## config.mk

```make
export PLATFORM = sky130hd
export DESIGN_NAME = perm_guard
export DESIGN_NICKNAME = d
export VERILOG_FILES = /design/src/rtl/perm_guard.sv
export SDC_FILE = /design/constraint.sdc
export NUM_CORES = 1
export LEC_CHECK = 0
export BUFFER_PORTS_ARGS = -buffer_cell sky130_fd_sc_hd__buf_2
export CORE_MARGIN = 2
export CORE_UTILIZATION = 32
export CTS_CLUSTER_SIZE = 16
export DETAILED_ROUTE_END_ITERATION = 10
export PLACE_DENSITY = 0.71
export SLEW_MARGIN = 25
export SYNTH_ARGS = -nofsm -noshare
export SYNTH_HDL_FRONTEND = slang
export SYNTH_SLANG_ARGS = --single-unit
```

## constraint.sdc

```tcl
create_clock -name clk -period 1.2 [get_ports clk]
set_input_delay 0.24 -clock clk [delete_from_list [all_inputs] [get_ports clk]]
set_output_delay 0.24 -clock clk [all_outputs]
set_load 0.02 [all_outputs]
```

## src/rtl/perm_guard.sv

```systemverilog
module perm_guard (
  input  logic        clk,
  input  logic        rst_n,
  input  logic [3:0]  dom_idx,
  input  logic [31:0] dom_ctl,
  input  logic [2:0]  ap,
  input  logic [1:0]  hap,
  input  logic        xn,
  input  logic        pxn,
  input  logic        lng,
  input  logic        afe,
  input  logic [1:0]  rs,
  input  logic        wxn,
  input  logic        uwxn,
  input  logic        wr,
  input  logic        fetch,
  input  logic        priv,
  output logic        grant,
  output logic        dom_fault,
  output logic        pabt,
  output logic        dabt
);

  logic [1:0] dom_code;
  logic [2:0] apx;
  logic       ap_abt, wrable;
  logic       dom_bad, dom_mgr, hap_abt, xn_eff, fetch_flt, data_flt;
  logic       nxt_pabt, nxt_dabt;

  assign dom_code = dom_ctl[{dom_idx, 1'b0} +: 2];
  assign dom_bad  = !lng && !dom_code[0];
  assign dom_mgr  = !lng && (dom_code == 2'b11);
  assign apx      = {ap[2:1], ap[0] | afe | lng};

  always_comb begin
    ap_abt = 1'b0;
    wrable = 1'b1;
    case (apx)
      3'd0: case (rs)
              2'd1:    ap_abt = wr || !priv;
              2'd2:    ap_abt = wr;
              default: ap_abt = 1'b1;
            endcase
      3'd1: ap_abt = !priv;
      3'd2: begin
              ap_abt = !priv && wr;
              wrable = priv;
            end
      3'd3: ap_abt = 1'b0;
      3'd4: ap_abt = 1'b1;
      3'd5: ap_abt = !priv || wr;
      default: ap_abt = wr;
    endcase
  end

  assign hap_abt   = wr ? !hap[1] : !hap[0];
  assign xn_eff    = xn || (wrable && wxn) || ((apx == 3'd3) && uwxn && priv);
  assign fetch_flt = ap_abt || xn_eff || (lng && pxn && priv);
  assign data_flt  = ap_abt || hap_abt;

  assign nxt_pabt = fetch  && (dom_bad || (!dom_mgr && fetch_flt));
  assign nxt_dabt = !fetch && (dom_bad || (!dom_mgr && data_flt));

  always_ff @(posedge clk or negedge rst_n) begin
    if (!rst_n) begin
      grant     <= 1'b0;
      dom_fault <= 1'b0;
      pabt      <= 1'b0;
      dabt      <= 1'b0;
    end else begin
      grant     <= !(nxt_pabt || nxt_dabt);
      dom_fault <= dom_bad;
      pabt      <= nxt_pabt;
      dabt      <= nxt_dabt;
    end
  end

endmodule

```

==> out/qor.yml, run 1 <==
cts_buffers: 3
via_per_inst: 4.905
finalSetupTns_ps: -738.0
cts_setup_buffers: 0
ys_seq_area_share_pct: 16.77
leakagePower_uw: 0.0005041
cp.required_ps: 1360
wirelength_um: 1552
hold_viol: 0
timing.critical_path.buf_inv: 1
ys.flop_type: "dfrtp_1"
cts_tree: "built"
yosys_warnings: 0
path_class: "in -> reg"
avgSynthCellArea_um2: 10.66
p_comb_share_pct: 51.5
hp-class: "in -> reg"
finalNonFillerCells: 147
core_area_um2: 1745
finalCritPeriodShare_pct: 119.0
area.sequential_um2: 100.1
async_flop_share_pct: 100.0
start_util_pct: 34.19
path_clk_slew_ps: 40
synth.most_common_cell: "mux4_1"
violations: "setup timing"
path_common_cell: "mux4_2"
die_h_um: 47.19
slew_viol_final: 0
grt.total_usage_pct: 15.83
clockPowerShare_pct: 24.6
grt_max_degree: 8
switching_power_uw: 190.1
wl_per_cell_um: 10.56
yosysTopAreaCell: "mux4_1"
dp_cells: 143
clock.fmax_mhz: 700.4
cp-end-kind: "flip-flop"
syn_nets: 112
ant_nets: 0
hpwlAfterDp_um: 1409
peakVddDrop_v: 0.0002969
synth_top_area_share_pct: 26.42
finalNetCount: 180
maxCapViolations: 0
syn_to_final_growth_pct: 69.81
drtIter0Drc: 2
path_cells: "buf_12, mux4_2, mux4_2, nor2_4, o21a_1"
rows: 15
cp_max_fo: 7
synth_area_leaders: "mux4_1 (26%), dfrtp_1 (17%), mux2_2 (5.7%)"
die_area_um2: 2226
layout-drive-gt1-share_pct: 70.49
internal_power_uw: 453.3
period_needed_ps: 1428
clock-sinks: 4
dr_total_vias: 721
drc: 0
rsz0062_at_grt: "true"
crit_family: "multiplexers"
seqPwrFrac_pct: 23.9
dr.pass1.iters: 3
cp.arrival_ps: 1590
cts_max_level: 1
status: "finished, violations left"
cts_root_buf: "clkbuf_4"
multi_input_area_um2: 481.7
critPathMaxStageDelay_ps: 510
die_x_um: 47.19
cts.path.max_buffers: 2
cp_slowest_cell: "mux4_2"
synth_seq_cells: 4
diodes: 0
relSlewSlack_pct: 73.91
io_buffer_count: 57
synth_cells: 56
worst_pin_slew_ps: 389.0
gp_congestion: 0.7623
setup_ws_ps: -227.7
power.density_nw_per_um2: 634.9
fill_cells: 158
finalSetupViolCount: 4
grt_pass1_wl_um: 2532
syn_area_um2: 596.8
grt.overflow.total: 0
ios: 58
ys_types: 27
grt_pass1_vias: 695
start_kind: "primary input"
grt_antenna_before_repair: 0
synth_edf_count: 0
switching_share_pct: 29.55
synth_common_cells: "mux4_1 (6), dfrtp_1 (4), inv_1 (4)"
==> cells by family (layout without fill, tap and decap cells) <==
logic type / Yosys count / count (layout) / synth area share [%]
AOI/OAI and AO/OA: 17 / 17 / 20.12
and+or+nand+nor: 16 / 16 / 15.72
buffers and inverters: 6 / 72 / 5.660
muxes: 11 / 11 / 37.53
adders and majority gates: 2 / 2 / 4.192
DFF: 4 / 4 / 16.77
==> cell usage in the layout (no fill, tap or decap), types with 3 or more instances in the layout <==
master	netlist	routed
buf_2	0	56
clkbuf_4	0	3
dfrtp_1	4	4
a221oi_2	0	3
a21oi_1	3	3
mux4_2	1	6
inv_1	4	4
buf_4	1	7
nand2_1	3	3
mux2_2	3	3
==> worst paths after layout <==
path | start | slack (ps) | to | cells past startpoint
setup / recovery | dom_idx[0] | -230 | pabt$_DFF_PN0_ | 5
min in group asynchronous | rst_n | 350 | dom_fault$_DFF_PN0_ | 2
hold / removal | fetch | 250 | pabt$_DFF_PN0_ | 2
max in group asynchronous | rst_n | 730 | dabt$_DFF_PN0_ | 2
==> registers in the layout (all words and copies together) (netlist names) <==
name       flops
dabt           1
dom_fault      1
grant          1
pabt           1
==> through the flow <==
step / instance area (um^2) / hold slack [ps] / setup WS, ps / utilization (%) / power, uW
2_1_floorplan: 594.3 / -55.59 / -425.9 / - / 320.2
3_5_place_dp: 935.9 / 44.30 / -634.7 / 53.62 / 459.5
4_1_cts: 982.2 / 245.4 / -225.6 / 56.27 / 637.0
5_1_grt: 1013 / 267.9 / -265.1 / 58.06 / 699.6
3_3_place_gp: 935.9 / 46.20 / -609.4 / 53.62 / 454.5
6_report: 1013 / 250.8 / -227.7 / 58.06 / 643.4
==> per-layer routing <==
metal / track usage [%] / up-vias / wire [um] / share of wire (%)
li1: - / 364 / - / -
met1: 18.59 / 322 / 628 / 40
met2: 29.04 / 35 / 795 / 51
met3: 2.692 / 0 / 129 / 8.3
met4: 5.000 / 0 / 0 / 0
met5: 0 / - / 0 / 0
==> layout make-up <==
| type | instances | share of cell area [%] |
|---|---|---|
| multi-input combinational | 46 | 47.53 |
| tap | 25 | 3.086 |
| clock buffer | 3 | 2.222 |
| inverter | 4 | 1.481 |
| timing repair buffer | 65 | 35.80 |
| sequential | 4 | 9.877 |
==> power groups by stage <==
stage                     Clock [uW]  Combinational (uW)  Sequential [uW]
after floorplan                    0                 142              178
after global placement             0                 299              156
after detailed placement           0                 304              156
after CTS                        166                 318              154
after global routing             179                 365              156
final                            158                 332              154
==> what timing repair did <==
action	in CTS	in global routing
hold buffers	1	0
hold endpoints to repair	4	0
pin swaps	3	3
resized for setup	7	5
cloned	0	0
endpoints found under the setup margin	4	4
No activity file was read; power rests on OpenSTA's default activity.
==> run 2, diff against run 1 <==
- PLACE_DENSITY: 0.71 -> 0.79
- clock period: 1.2 -> 1.6 ns (I/O delays scaled with it)
==> run 2 against run 1 <==
  * Via count grew 2.6%
  * Core utilization down 0.072 points
  * Hold slack better by 83 ps
  * Sequential cell count unchanged
  * Critical path depth grew 1
  * Count of clock-buffer cells in the layout unchanged
  * Clock power is 24% lower
  * Worst setup slack improved by 280 ps
  * Non-clock buffer count did not move
  * Combinational power down 24%
  * Highest routed layer unchanged
  * The flow now finishes without violations
  * Final cell count unchanged
==> out/qor.yml, run 2 (same netlist as run 1, synthesis figures left out) <==
wl_per_cell_um: 12.21  # +16%
clockPowerShare_pct: 24.5  # about the same
grt_pass1_vias: 708  # +1.9%
leakagePower_uw: 0.0005069  # +0.56%
syn_to_final_growth_pct: 69.60
hold_viol: 0  # unchanged
grt.overflow.total: 0  # unchanged
finalCritPeriodShare_pct: 96.48
grt_pass1_wl_um: 2711  # +7.1%
holdCritStartpoint: "fetch"
mostFrequentLayoutCell: "buf_2"
cp_slowest_cell: "mux4_1"
layout-drive-gt1-share_pct: 69.67  # -0.82 points
hp-class: "in -> reg"
start_util_pct: 34.19  # unchanged
die_area_um2: 2226  # unchanged
multi_input_area_um2: 485.5  # +0.78%
via_per_inst: 5.034  # +2.6%
final_cell_area_um2: 1012  # -0.12%
dr.pass1.iters: 4  # +1
rows: 15  # unchanged
drtIter0Drc: 2  # unchanged
final_cell_mix: "buf_2 (56), buf_4 (7), mux4_2 (5), inv_1 (4), dfrtp_1 (4)"
grt_antenna_before_repair: 0  # unchanged
critPathMaxStageDelay_ps: 570  # +60 ps
start_kind: "primary input"
peakVddDrop_v: 0.0002365  # -20%
drc: 0  # unchanged
diodes: 0  # unchanged
grt.total_usage_pct: 16.99  # +1.2 points
cp_max_fo: 7  # unchanged
die_h_um: 47.19  # unchanged
grt_max_degree: 8  # unchanged
post_dp_cell_area_um2: 928.4  # -0.80%
power_uw: 488.1  # -24%
wirelength_um: 1795  # +16%
io_buffer_count: 57  # unchanged
cts.path.max_buffers: 2  # unchanged
p_comb_share_pct: 51.9  # +0.4 points
dr_total_vias: 740  # +2.6%
finalSetupViolCount: 0  # -4
clock.fmax_mhz: 647.8
period_needed_ps: 1544
area.sequential_um2: 100.1  # unchanged
clock-sinks: 4  # unchanged
internal_power_uw: 340.7  # -25%
cp.required_ps: 1760  # +400 ps
cts_tree: "built"
path_clk_slew_ps: 30  # about the same
ios: 58  # unchanged
slew_viol_final: 0  # unchanged
timing.critical_path.buf_inv: 1  # unchanged
finalNetCount: 180  # unchanged
seqPwrFrac_pct: 23.6  # -0.3 points
dp_cells: 142  # -0.70%
cts_max_level: 1  # unchanged
gp_congestion: 0.7343  # -3.7%
hpwlAfterDp_um: 1496  # +6.1%
cp.arrival_ps: 1710  # +120 ps
worst_pin_slew_ps: 414.8  # +25.77 ps
cts_buffers: 3  # unchanged
finalNonFillerCells: 147  # unchanged
relSlewSlack_pct: 72.18  # -1.7 points
switching_power_uw: 147.3  # -22%
switching_share_pct: 30.19  # +0.64 points
path_cells: "buf_8, mux4_1, o22ai_2, a31oi_2, a221oi_2, o21a_1"
die_x_um: 47.19  # unchanged
cp-end-kind: "flip-flop"
crit_family: "compound AO/OA/AOI/OAI gates"
ant_nets: 0  # unchanged
cts_root_buf: "clkbuf_4"
maxCapViolations: 0  # unchanged
power.density_nw_per_um2: 482.2  # -24%
fill_cells: 160  # +1.3%
startpoint: "dom_idx[0]"
core_area_um2: 1745  # unchanged
status: "finished clean"
path_class: "in -> reg"
-- run 2: through the flow --
stage	setup WS [ps]	TNS, ps	hold slack (ps)	util [%]
6_report	56.37	0	334.1	57.99
5_1_grt	-37.04	-41.99	343.8	57.99
4_1_cts	34.21	0	324.7	55.84
3_5_place_dp	-320.3	-1151	125.7	53.19
3_3_place_gp	-277.8	-1009	126.1	53.19
2_1_floorplan	-105.9	-325.7	24.41	-
-- run 2: layout make-up --
type / instances / area share (%)
Multi-Input combinational cell: 46 / 47.96
Clock buffer: 3 / 2.225
Inverter: 4 / 1.483
Sequential cell: 4 / 9.889
Tap cell: 25 / 3.090
Timing Repair Buffer: 65 / 35.35
-- run 2: worst paths after layout --
kind	to	depth (start not counted)	slack, ps
setup / recovery	pabt$_DFF_PN0_	6	60
hold / removal	pabt$_DFF_PN0_	2	330
max in group asynchronous	pabt$_DFF_PN0_	2	1050
min in group asynchronous	grant$_DFF_PN0_	2	430
-- run 2: what timing repair did --
action / in CTS / in global routing
hold endpoints to repair: 4 / 0
endpoints found under the setup margin: 3 / 2
setup buffers: 1 / 0
pin swaps: 2 / 4
hold buffers: 1 / 0
cloned: 0 / 0
gates resized for setup: 2 / 8
-- run 2: power groups by stage --
stage	clock, uW	combinational (uW)	sequential [uW]
detailed placement	0	228	116
finish	120	253	115
floorplan	0	107	133
global route	136	280	117
global placement	0	222	117
CTS	128	235	115
-- run 2: per-layer routing --
layer  up-vias  share of wire [%]  track usage (%)  wire length (um)
met2        39                 57            32.33              1023
met3         0                7.7            2.308               139
met5         -                  0                0                 0
met4         0                  0            6.667                 0
met1       339                 35            18.75               632
li1        362                  -                -                 -
==> run 3, diff against run 2 <==
- BUFFER_PORTS_ARGS: -buffer_cell sky130_fd_sc_hd__buf_2 -> -buffer_cell sky130_fd_sc_hd__clkbuf_2
==> run 3 against run 2 <==
  * Clock power is essentially flat
  * Largest power group unchanged
  * Via count grew 0.27%
  * Routed wire length grew 7.6%
  * Critical endpoint is now dabt$_DFF_PN0_
  * Sequential share of layout area grew 0.15 points
  * Design area shrank 1.5%
  * Highest routed layer is now met4
  * Die area is the same
==> out/qor.yml, run 3 (same netlist as run 1, synthesis figures left out) <==
cp-end-kind: "flip-flop"
cp.arrival_ps: 1720  # about the same
grt_pass1_vias: 739  # +4.4%
grt.total_usage_pct: 18.27  # +1.3 points
gp_congestion: 0.7403  # +0.82%
status: "finished clean"
use_met2_pct: 35.62  # +3.3 points
grt_antenna_before_repair: 0  # unchanged
switching_share_pct: 31.80  # +1.6 points
ios: 58  # unchanged
drc: 0  # unchanged
setup_ws_ps: 51.70  # -4.672 ps
cts_buffers: 3  # unchanged
ant_nets: 0  # unchanged
relSlewSlack_pct: 71.20  # -0.98 points
utilization_pct: 57.13  # -0.86 points
period_needed_ps: 1548  # +4.672 ps
cp_max_fo: 6  # -1
switching_power_uw: 157.2  # +6.7%
clockPowerShare_pct: 24.9  # +0.4 points
hpwlAfterDp_um: 1566  # +4.7%
hold_path_depth: 2  # unchanged
dp_slack_ps: -363.2  # -42.88 ps
power.density_nw_per_um2: 495.5  # +2.8%
leakagePower_uw: 0.0004978  # -1.8%
via_per_inst: 5.153  # +2.4%
finalNetCount: 177  # -1.7%
dr_total_vias: 742  # +0.27%
syn_to_final_growth_pct: 67.09
worst_pin_slew_ps: 429.3  # +14.59 ps
grt_pass1_wl_um: 2842  # +4.8%
busiest_layer: "met2"
seqPwrFrac_pct: 23.5  # about the same
drtIter0Drc: 2  # unchanged
diodes: 0  # unchanged
die_area_um2: 2226  # unchanged
grt_max_degree: 7  # -1
cts.path.max_buffers: 2  # unchanged
start_util_pct: 34.19  # unchanged
finalSetupViolCount: 0  # unchanged
holdWs_ps: 318.7  # -15.41 ps
cts_root_buf: "clkbuf_4"
maxCapViolations: 0  # unchanged
power_uw: 494.1  # +1.2%
gr-usage-met1_pct: 18.37  # -0.38 points
wirelength_um: 1931  # +7.6%
finalNonFillerCells: 144  # -2.0%
slew_viol_final: 0  # unchanged
final_cell_mix: "clkbuf_2 (56), mux4_2 (7), inv_1 (4), dfrtp_1 (4)"
cts_tree: "built"
hp-class: "in -> reg"
cts_max_level: 1  # unchanged
clock.fmax_mhz: 645.9  # -0.30%
mostFrequentLayoutCell: "clkbuf_2"
dp_cells: 140  # -1.4%
io_buffer_count: 57  # unchanged
path_clk_slew_ps: 40  # about the same
grt.overflow.total: 0  # unchanged
rows: 15  # unchanged
core_area_um2: 1745  # unchanged
die_x_um: 47.19  # unchanged
cp.required_ps: 1770  # about the same
internal_power_uw: 337.0  # -1.1%
rsz0062_at_grt: "false"
dr.pass1.iters: 3  # -1
cts_setup_buffers: 0  # -1
p_comb_share_pct: 51.6  # -0.3 points
start_kind: "primary input"
hold_viol: 0  # unchanged
clock-sinks: 4  # unchanged
layout-drive-gt1-share_pct: 72.27  # +2.6 points
path_class: "in -> reg"
peakVddDrop_v: 0.0002086  # -12%
finalCritPeriodShare_pct: 96.77  # +0.29 points
grt_use_met3_pct: 1.154  # -1.2 points
wl_per_cell_um: 13.41  # +9.8%
die_h_um: 47.19  # unchanged
==> run 3: changes by cell type in the layout (fill, tap and decap cells not counted), moves of 2 or more <==
cell	delta
mux4_2	+2
buf_4	-4
buf_2	-56
clkbuf_2	+56
mux4_1	-2
==> run 3: final timing paths <==
check	start	to	slack, ps
worst max-delay path	dom_idx[0]	dabt$_DFF_PN0_	50
worst min-delay path	fetch	pabt$_DFF_PN0_	320
max in group asynchronous	rst_n	dabt$_DFF_PN0_	1050
min in group asynchronous	rst_n	pabt$_DFF_PN0_	430
==> run 3: power by group through the flow <==
| stage | logic [uW] | clock network, uW | registers, uW |
|---|---|---|---|
| after floorplan | 107 | 0 | 133 |
| after global placement | 218 | 0 | 117 |
| after detailed placement | 226 | 0 | 117 |
| after CTS | 231 | 130 | 116 |
| after global routing | 278 | 133 | 117 |
| final | 255 | 123 | 116 |
==> run 3: what timing repair did <==
action	4_1_cts	5_1_grt
pin swaps	3	4
endpoints found under the hold margin	4	0
endpoints found under the setup margin	3	3
resized for setup	3	11
hold buffers	1	0
==> run 3: per-layer routing <==
metal	vias to the layer above	share of wire (%)
li1	355	-
met1	334	35
met2	43	55
met3	10	6.3
met4	0	3.6
met5	-	0
==> run 3: area by class of cell <==
| cell class | count | area [um^2] |
|---|---|---|
| tap | 25 | 31.28 |
| inverter | 4 | 15.01 |
| clock buffer | 3 | 22.52 |
| sequential | 4 | 100.1 |
| timing repair buffer | 62 | 337.8 |
| multi-input combinational | 46 | 490.5 |
| fill | 174 | 748.2 |
==> run 3: stage by stage <==
stage | TNS, ps | instance area (um^2)
after floorplan | -325.7 | 594.3
after global placement | -1030 | 913.4
after detailed placement | -1226 | 913.4
after CTS | 0 | 958.4
after global routing | 0 | 997.2
final | 0 | 997.2
==> run 3: worst max-delay path: stages <==
cell,delay (ps)
clkbuf_8,140
mux4_2,510
mux4_2,490
nor2_4,130
o21a_1,130
